--- config.mk ---
export PLATFORM = sky130hd
export DESIGN_NAME = tod_counter
export DESIGN_NICKNAME = d
export VERILOG_FILES = /design/src/rtl/tod_pkg.sv /design/src/rtl/tod_regs.sv /design/src/rtl/tod_rate.sv /design/src/rtl/tod_accum.sv /design/src/rtl/tod_counter.sv
export SDC_FILE = /design/constraint.sdc
export NUM_CORES = 1
export LEC_CHECK = 0
export ABC_CLOCK_PERIOD_IN_PS = 11900
export BUFFER_PORTS_ARGS = -buffer_cell sky130_fd_sc_hd__buf_2
export CAP_MARGIN = 15
export CORE_MARGIN = 3
export CORE_UTILIZATION = 60
export DETAILED_ROUTE_END_ITERATION = 6
export MAX_ROUTING_LAYER = met4
export PLACE_DENSITY = 0.83
export SETUP_SLACK_MARGIN = 0.4
export SYNTH_ARGS = -nofsm -noshare
export SYNTH_HDL_FRONTEND = slang
export SYNTH_HIERARCHICAL = 1
export SYNTH_SLANG_ARGS = --single-unit
--- constraint.sdc ---
create_clock -name clk -period 11.9 [get_ports clk]
set_input_delay 3.57 -clock clk [delete_from_list [all_inputs] [get_ports clk]]
set_output_delay 3.57 -clock clk [all_outputs]
set_load 0.02 [all_outputs]
--- src/rtl/tod_pkg.sv ---
package tod_pkg;

    localparam int unsigned ADDR_W      = 3;
    localparam int unsigned DATA_W      = 32;
    localparam int unsigned CORR_LSB    = 8;

    // control bit positions
    localparam int unsigned BIT_EN      = 0;
    localparam int unsigned BIT_PMODE   = 4;
    localparam int unsigned BIT_PMODE_X = 5;
    localparam int unsigned BIT_CMP     = 7;
    localparam int unsigned BIT_RESTART = 9;
    localparam int unsigned BIT_CAPTURE = 11;

    typedef enum logic [ADDR_W-1:0] {
        A_CTRL   = 3'd0,
        A_COUNT  = 3'd1,
        A_PERIOD = 3'd2,
        A_CORR   = 3'd3,
        A_INC    = 3'd4
    } addr_e;

    typedef struct packed {
        logic cmp_en;
        logic pmode_x;
        logic pmode;
        logic en;
    } ctrl_t;

endpackage

--- src/rtl/tod_regs.sv ---
module tod_regs
    import tod_pkg::*;
#(
    parameter int unsigned CNT_W  = 32,
    parameter int unsigned CORR_W = 31,
    parameter int unsigned INC_W  = 7
) (
    input  logic                clk,
    input  logic                rst_n,
    input  logic                wr_en_i,
    input  logic [ADDR_W-1:0]   addr_i,
    input  logic [DATA_W-1:0]   wdata_i,
    input  logic [CNT_W-1:0]    snap_i,
    output ctrl_t               ctrl_o,
    output logic [CNT_W-1:0]    period_o,
    output logic [CORR_W-1:0]   corr_per_o,
    output logic [INC_W-1:0]    inc_n_o,
    output logic [INC_W-1:0]    inc_c_o,
    output logic                load_o,
    output logic [CNT_W-1:0]    load_val_o,
    output logic                restart_o,
    output logic                capture_o,
    output logic [DATA_W-1:0]   rdata_o
);

    typedef struct packed {
        ctrl_t               ctrl;
        logic [CNT_W-1:0]    per;
        logic [CORR_W-1:0]   corr;
        logic [INC_W-1:0]    inc_n;
        logic [INC_W-1:0]    inc_c;
    } regs_t;

    regs_t st_d, st_q;
    logic  unused_wdata;

    assign unused_wdata = ^wdata_i;

    always_comb begin
        st_d      = st_q;
        load_o    = 1'b0;
        restart_o = 1'b0;
        capture_o = 1'b0;
        if (wr_en_i) begin
            case (addr_i)
                A_CTRL: begin
                    st_d.ctrl.en      = wdata_i[BIT_EN];
                    st_d.ctrl.pmode   = wdata_i[BIT_PMODE];
                    st_d.ctrl.pmode_x = wdata_i[BIT_PMODE_X];
                    st_d.ctrl.cmp_en  = wdata_i[BIT_CMP];
                    restart_o         = wdata_i[BIT_RESTART];
                    capture_o         = wdata_i[BIT_CAPTURE];
                end
                A_COUNT:  load_o     = 1'b1;
                A_PERIOD: st_d.per   = wdata_i[CNT_W-1:0];
                A_CORR:   st_d.corr  = wdata_i[CORR_W-1:0];
                A_INC: begin
                    st_d.inc_n = wdata_i[INC_W-1:0];
                    st_d.inc_c = wdata_i[CORR_LSB +: INC_W];
                end
                default: ;
            endcase
        end
    end

    always_comb begin
        rdata_o = '0;
        case (addr_i)
            A_CTRL: begin
                rdata_o[BIT_EN]      = st_q.ctrl.en;
                rdata_o[BIT_PMODE]   = st_q.ctrl.pmode;
                rdata_o[BIT_PMODE_X] = st_q.ctrl.pmode_x;
                rdata_o[BIT_CMP]     = st_q.ctrl.cmp_en;
            end
            A_COUNT:  rdata_o = DATA_W'(snap_i);
            A_PERIOD: rdata_o = DATA_W'(st_q.per);
            A_CORR:   rdata_o = DATA_W'(st_q.corr);
            A_INC: begin
                rdata_o[INC_W-1:0]         = st_q.inc_n;
                rdata_o[CORR_LSB +: INC_W] = st_q.inc_c;
            end
            default: rdata_o = '0;
        endcase
    end

    always_ff @(posedge clk) begin
        if (!rst_n) st_q <= '0;
        else        st_q <= st_d;
    end

    assign ctrl_o     = st_q.ctrl;
    assign period_o   = st_q.per;
    assign corr_per_o = st_q.corr;
    assign inc_n_o    = st_q.inc_n;
    assign inc_c_o    = st_q.inc_c;
    assign load_val_o = wdata_i[CNT_W-1:0];

    // settings move only through a write to a mapped address
    p_hold_no_write_r11: assert property (@(posedge clk) disable iff (!rst_n)
        (!wr_en_i || addr_i > A_INC) |=> $stable(st_q));

endmodule

--- src/rtl/tod_rate.sv ---
module tod_rate #(
    parameter int unsigned CORR_W = 31,
    parameter int unsigned INC_W  = 7
) (
    input  logic              clk,
    input  logic              rst_n,
    input  logic              adv_i,
    input  logic              clr_i,
    input  logic [CORR_W-1:0] corr_per_i,
    input  logic [INC_W-1:0]  inc_n_i,
    input  logic [INC_W-1:0]  inc_c_i,
    output logic [INC_W-1:0]  step_o
);

    typedef struct packed {
        logic [CORR_W-1:0] cyc;
    } rate_t;

    rate_t s_d, s_q;
    logic  corr_off;
    logic  corr_due;

    assign corr_off = (corr_per_i == '0);
    assign corr_due = !corr_off && (s_q.cyc >= corr_per_i);

    always_comb begin
        s_d    = s_q;
        step_o = corr_due ? inc_c_i : inc_n_i;
        if (clr_i) begin
            s_d.cyc = '0;
        end else if (adv_i) begin
            if (corr_off || corr_due) s_d.cyc = '0;
            else                      s_d.cyc = s_q.cyc + 1'b1;
        end
    end

    always_ff @(posedge clk) begin
        if (!rst_n) s_q <= '0;
        else        s_q <= s_d;
    end

    // with correction off the cycle count sits at zero
    p_idle_cycle_r4: assert property (@(posedge clk) disable iff (!rst_n)
        (corr_off && adv_i) |=> (s_q.cyc == '0));

    // the cycle count never runs past the spacing it was counting toward
    p_cycle_bound_r3: assert property (@(posedge clk) disable iff (!rst_n)
        (adv_i && !corr_off && s_q.cyc < corr_per_i) |=> (s_q.cyc <= $past(corr_per_i)));

    // restart clears the cycle count
    p_restart_cycle_r10: assert property (@(posedge clk) disable iff (!rst_n)
        clr_i |=> (s_q.cyc == '0));

endmodule

--- src/rtl/tod_accum.sv ---
module tod_accum #(
    parameter int unsigned CNT_W = 32,
    parameter int unsigned INC_W = 7
) (
    input  logic              clk,
    input  logic              rst_n,
    input  logic              adv_i,
    input  logic [INC_W-1:0]  step_i,
    input  logic              load_i,
    input  logic [CNT_W-1:0]  load_val_i,
    input  logic              restart_i,
    input  logic              capture_i,
    input  logic              pmode_i,
    input  logic [CNT_W-1:0]  period_i,
    output logic [CNT_W-1:0]  snap_o,
    output logic              wrap_o
);

    localparam int unsigned SUM_W = CNT_W + 1;

    typedef struct packed {
        logic [CNT_W-1:0] cnt;
        logic [CNT_W-1:0] snap;
        logic             wrap;
    } acc_t;

    acc_t             a_d, a_q;
    logic [SUM_W-1:0] sum;
    logic             use_per;
    logic             hit;

    assign use_per = pmode_i && (period_i != '0);

    always_comb begin
        a_d  = a_q;
        sum  = SUM_W'(a_q.cnt) + SUM_W'(step_i);
        hit  = use_per ? (sum >= SUM_W'(period_i)) : sum[CNT_W];
        a_d.wrap = 1'b0;
        if (capture_i) a_d.snap = a_q.cnt;
        if (load_i) begin
            a_d.cnt = load_val_i;
        end else if (restart_i) begin
            a_d.cnt = '0;
        end else if (adv_i) begin
            a_d.wrap = hit;
            if (use_per && hit) a_d.cnt = CNT_W'(sum - SUM_W'(period_i));
            else                a_d.cnt = sum[CNT_W-1:0];
        end
    end

    always_ff @(posedge clk) begin
        if (!rst_n) a_q <= '0;
        else        a_q <= a_d;
    end

    assign snap_o = a_q.snap;
    assign wrap_o = a_q.wrap;

    // no run, no load, no restart: the counter holds
    p_hold_r2: assert property (@(posedge clk) disable iff (!rst_n)
        (!adv_i && !load_i && !restart_i) |=> $stable(a_q.cnt));

    // a load lands exactly
    p_load_r9: assert property (@(posedge clk) disable iff (!rst_n)
        load_i |=> (a_q.cnt == $past(load_val_i)));

    // restart without load clears the counter
    p_restart_r10: assert property (@(posedge clk) disable iff (!rst_n)
        (restart_i && !load_i) |=> (a_q.cnt == '0));

    // a value inside the period stays inside it after an advance
    p_in_period_r5: assert property (@(posedge clk) disable iff (!rst_n)
        (adv_i && !load_i && !restart_i && use_per && a_q.cnt < period_i
         && CNT_W'(step_i) <= period_i) |=> (a_q.cnt < $past(period_i)));

    // the snapshot changes only on a capture
    p_snap_r8: assert property (@(posedge clk) disable iff (!rst_n)
        !capture_i |=> $stable(a_q.snap));

endmodule

--- src/rtl/tod_counter.sv ---
module tod_counter
    import tod_pkg::*;
#(
    parameter int unsigned CNT_W  = 32,
    parameter int unsigned CORR_W = 31,
    parameter int unsigned INC_W  = 7
) (
    input  logic                clk,
    input  logic                rst_n,
    input  logic                reg_wr_i,
    input  logic [2:0]          reg_addr_i,
    input  logic [31:0]         reg_wdata_i,
    output logic [31:0]         reg_rdata_o,
    output logic                wrap_evt_o
);

    ctrl_t              ctrl;
    logic [CNT_W-1:0]   period;
    logic [CORR_W-1:0]  corr_per;
    logic [INC_W-1:0]   inc_n;
    logic [INC_W-1:0]   inc_c;
    logic [INC_W-1:0]   step;
    logic               load;
    logic [CNT_W-1:0]   load_val;
    logic               restart;
    logic               capture;
    logic               adv;
    logic [CNT_W-1:0]   snap;
    logic               wrap;

    tod_regs #(.CNT_W(CNT_W), .CORR_W(CORR_W), .INC_W(INC_W)) u_regs (
        .clk        (clk),
        .rst_n      (rst_n),
        .wr_en_i    (reg_wr_i),
        .addr_i     (reg_addr_i),
        .wdata_i    (reg_wdata_i),
        .snap_i     (snap),
        .ctrl_o     (ctrl),
        .period_o   (period),
        .corr_per_o (corr_per),
        .inc_n_o    (inc_n),
        .inc_c_o    (inc_c),
        .load_o     (load),
        .load_val_o (load_val),
        .restart_o  (restart),
        .capture_o  (capture),
        .rdata_o    (reg_rdata_o)
    );

    assign adv = ctrl.en && !load && !restart;

    tod_rate #(.CORR_W(CORR_W), .INC_W(INC_W)) u_rate (
        .clk        (clk),
        .rst_n      (rst_n),
        .adv_i      (adv),
        .clr_i      (restart && !load),
        .corr_per_i (corr_per),
        .inc_n_i    (inc_n),
        .inc_c_i    (inc_c),
        .step_o     (step)
    );

    tod_accum #(.CNT_W(CNT_W), .INC_W(INC_W)) u_accum (
        .clk        (clk),
        .rst_n      (rst_n),
        .adv_i      (adv),
        .step_i     (step),
        .load_i     (load),
        .load_val_i (load_val),
        .restart_i  (restart),
        .capture_i  (capture),
        .pmode_i    (ctrl.pmode),
        .period_i   (period),
        .snap_o     (snap),
        .wrap_o     (wrap)
    );

    assign wrap_evt_o = wrap && ctrl.cmp_en;

    // an event follows a clock on which the counter was running
    p_evt_after_run_r7: assert property (@(posedge clk) disable iff (!rst_n)
        wrap_evt_o |-> $past(ctrl.en));

endmodule

==> out/metrics.yaml <==
path_common_cell: "buf_2"
drt_iter0_markers: 1208
cp_cell_sequence: "buf_2, nor2b_1, a22oi_1, o22ai_1, buf_2"
portBuffers: 70
critical_path.max_stage_delay_ps: 780
status: "finished clean"
postSynthCellCount: 1583
post-synth-top-area-cell: "dfxtp_1"
path_class: "in2out"
final.setup.tns_ps: 0
area_growth_pct: 3.800
final_cells: 1813
rsz0062_at_grt: "false"
post-route-util_pct: 63.60
pin_count: 71
timing.fmax_mhz: 106.8
finalHoldViolations: 0
core-area_sq_mm: 0.02036
fin_skew_ps: 12.62
slew_headroom_pct: 26.01
tightest_slew_ps: 1110
vias: 11420
cts_setup_buffers: 0
grt_first_pass_wirelength_um: 57690
synth-seq-area-share_pct: 28.40
critPathSlowestCell: "buf_2"
path_max_fanout: 46
clkTransAtPathRegs_ps: 60
async_reset_ff_share_pct: 0
antenna_found_initial: 0
layout_common_cells: "nand2_1 (242), dfxtp_1 (177), nor2_1 (154)"
drc: 0
dieWidth_um: 150.2
finalCritPeriodShare_pct: 78.67
regArea_sq_mm: 0.003543
cts_max_path_buffers: 2
multiInputGateArea_sq_mm: 0.007751
ys_ff_latch: 177
grt.total_usage_pct: 33.34
wl_per_cell_um: 20.35
fillers: 1741
clkLatencyLatePin_ps: 440
period_needed_ps: 9362
dieArea_sq_mm: 0.02256
grt_max_degree: 106
nets: 1641
cts_num_sinks: 177
powerDensity_mw_per_mm2: 115.2
mostFrequentLayoutCell: "nand2_1"
place_inst: 1779
hp-class: "reg2reg"
final_layout_size_suffix_gt1_share_pct: 10.63
dr.pass1.iters: 6
drv_slew: 0
crit_arrival_ps: 5790
wirelength_um: 36900
endpoint_kind: "output port"
postSynthAreaPerCell_sq_um: 7.883
placed_area_sq_mm: 0.01236
routed_via_density: 6.300
hold_slack_ps: 490.1
synth-edff-count: 0
synth_area_leaders: "dfxtp_1 (28%), nand2_1 (7.3%), ha_1 (7.1%)"
start_util_pct: 61.27
ctsResizeCount: 0
maxCapViolations: 0
antenna_left: 0
grt_pass1_vias: 10810
start_kind: "input port"
synth_top_area_share_pct: 28.40
ys.flop_type: "dfxtp_1"
htreeDepth: 4
dp_hpwl_um: 26930
critPathRequiredTime_ps: 8330
cts_tree: "built"
cts-buffers-inserted: 17
p_leak_nw: 4.962
overflow: 0
routabilityCongestion: 0.9756
rows: 52
antenna_cells: 0
cts-root-buf: "clkbuf_16"
peakVddDrop_v: 0.00008919
synth_area_sq_mm: 0.01248
syn-num-nets: 1694
yosysUniqueCellTypes: 84
final_area_sq_mm: 0.01295
setup_viol: 0
ys_warn_count: 6
cts_hold_buf: 0
fp.dieH_um: 150.2
-- final cells by class --
cell class              instances  share of cell area (%)
well taps                     270                   2.608
flip-flops and latches        177                   27.36
multi-input cells            1172                   59.84
inverters                      79                   2.289
clock buffers                  22                   3.584
repair buffers                 83                   3.613
clock inverters                10                  0.7052
-- sequential cells by signal (all words and copies together) (netlist names) --
name and flops:
u_accum/snap_o 32, u_regs/corr_per_o 31, u_regs/period_o 32, u_accum/wrap_o 1
u_accum/a_q 32, u_rate/s_q 31, u_regs/inc_c_o 7, u_regs/inc_n_o 7
u_regs/ctrl_o 4
-- per-stage QoR --
| step | total power [W] | setup WS, ps |
|---|---|---|
| floorplan | 0.0008844 | 3674 |
| global placement | 0.0009481 | 2605 |
| detailed placement | 0.0009547 | 2546 |
| CTS | 0.001483 | 2526 |
| global route | 0.001548 | 2442 |
| finish | 0.001492 | 2538 |
-- where the power goes --
part | internal (W) | total, W | switching, W
registers | 0.000603 | 0.000620 | 0.0000170
logic | 0.000131 | 0.000333 | 0.000201
clock network | 0.000285 | 0.000539 | 0.000253
-- worst max-delay path, delay by kind of cell --
family                 cells  cell delay [ps]
AO/OA/AOI/OAI              2              460
buffers and inverters      2              990
AND/OR/NAND/NOR            1              750
-- synthesized netlist by cell type, drive strengths merged (11+ instances only) --
master  count
mux2i      60
o22ai      15
inv        79
ha         71
nor2b      15
a21oi      71
xor2       33
nand2     242
mux2       33
dfxtp     177
nand4      42
o21ai      58
a21boi     80
nor4       17
a31oi      11
nor2      154
a22oi      33
nor3       13
a21o       11
buf       116
xnor2      54
nand3      33
clkbuf     39
-- worst paths after layout --
check	to	slack (ps)	startpoint	cells past startpoint
max	reg_rdata_o[12]	2540	reg_addr_i[0]	5
min	u_regs/inc_c_o[2]	490	u_regs/inc_c_o[2]	2
max reg2reg	u_accum/a_q[48]	4370	u_regs/corr_per_o[10]	25
min reg2reg	u_regs/inc_c_o[2]	490	u_regs/inc_c_o[2]	2
-- metal layers --
metal	wire length, um	vias to the layer above	part of all wire, %	track usage [%]
li1	-	5334	-	-
met4	1611	0	4.4	15.19
met5	0	-	0	-
met3	3237	124	8.8	5.719
met2	17260	620	47	53.30
met1	14790	5344	40	41.38
-- cells by family (layout without fill, tap and decap cells) --
family,after synthesis,after routing,synth area share (%)
fa+ha+maj,73,73,7.440
buf+inv,234,194,9.846
mux,94,94,8.182
xor+xnor,87,87,6.106
simple gates,573,573,21.22
compound gates,345,345,18.81
flops,177,177,28.40
Note: power is estimated with default switching activity, not from simulation.
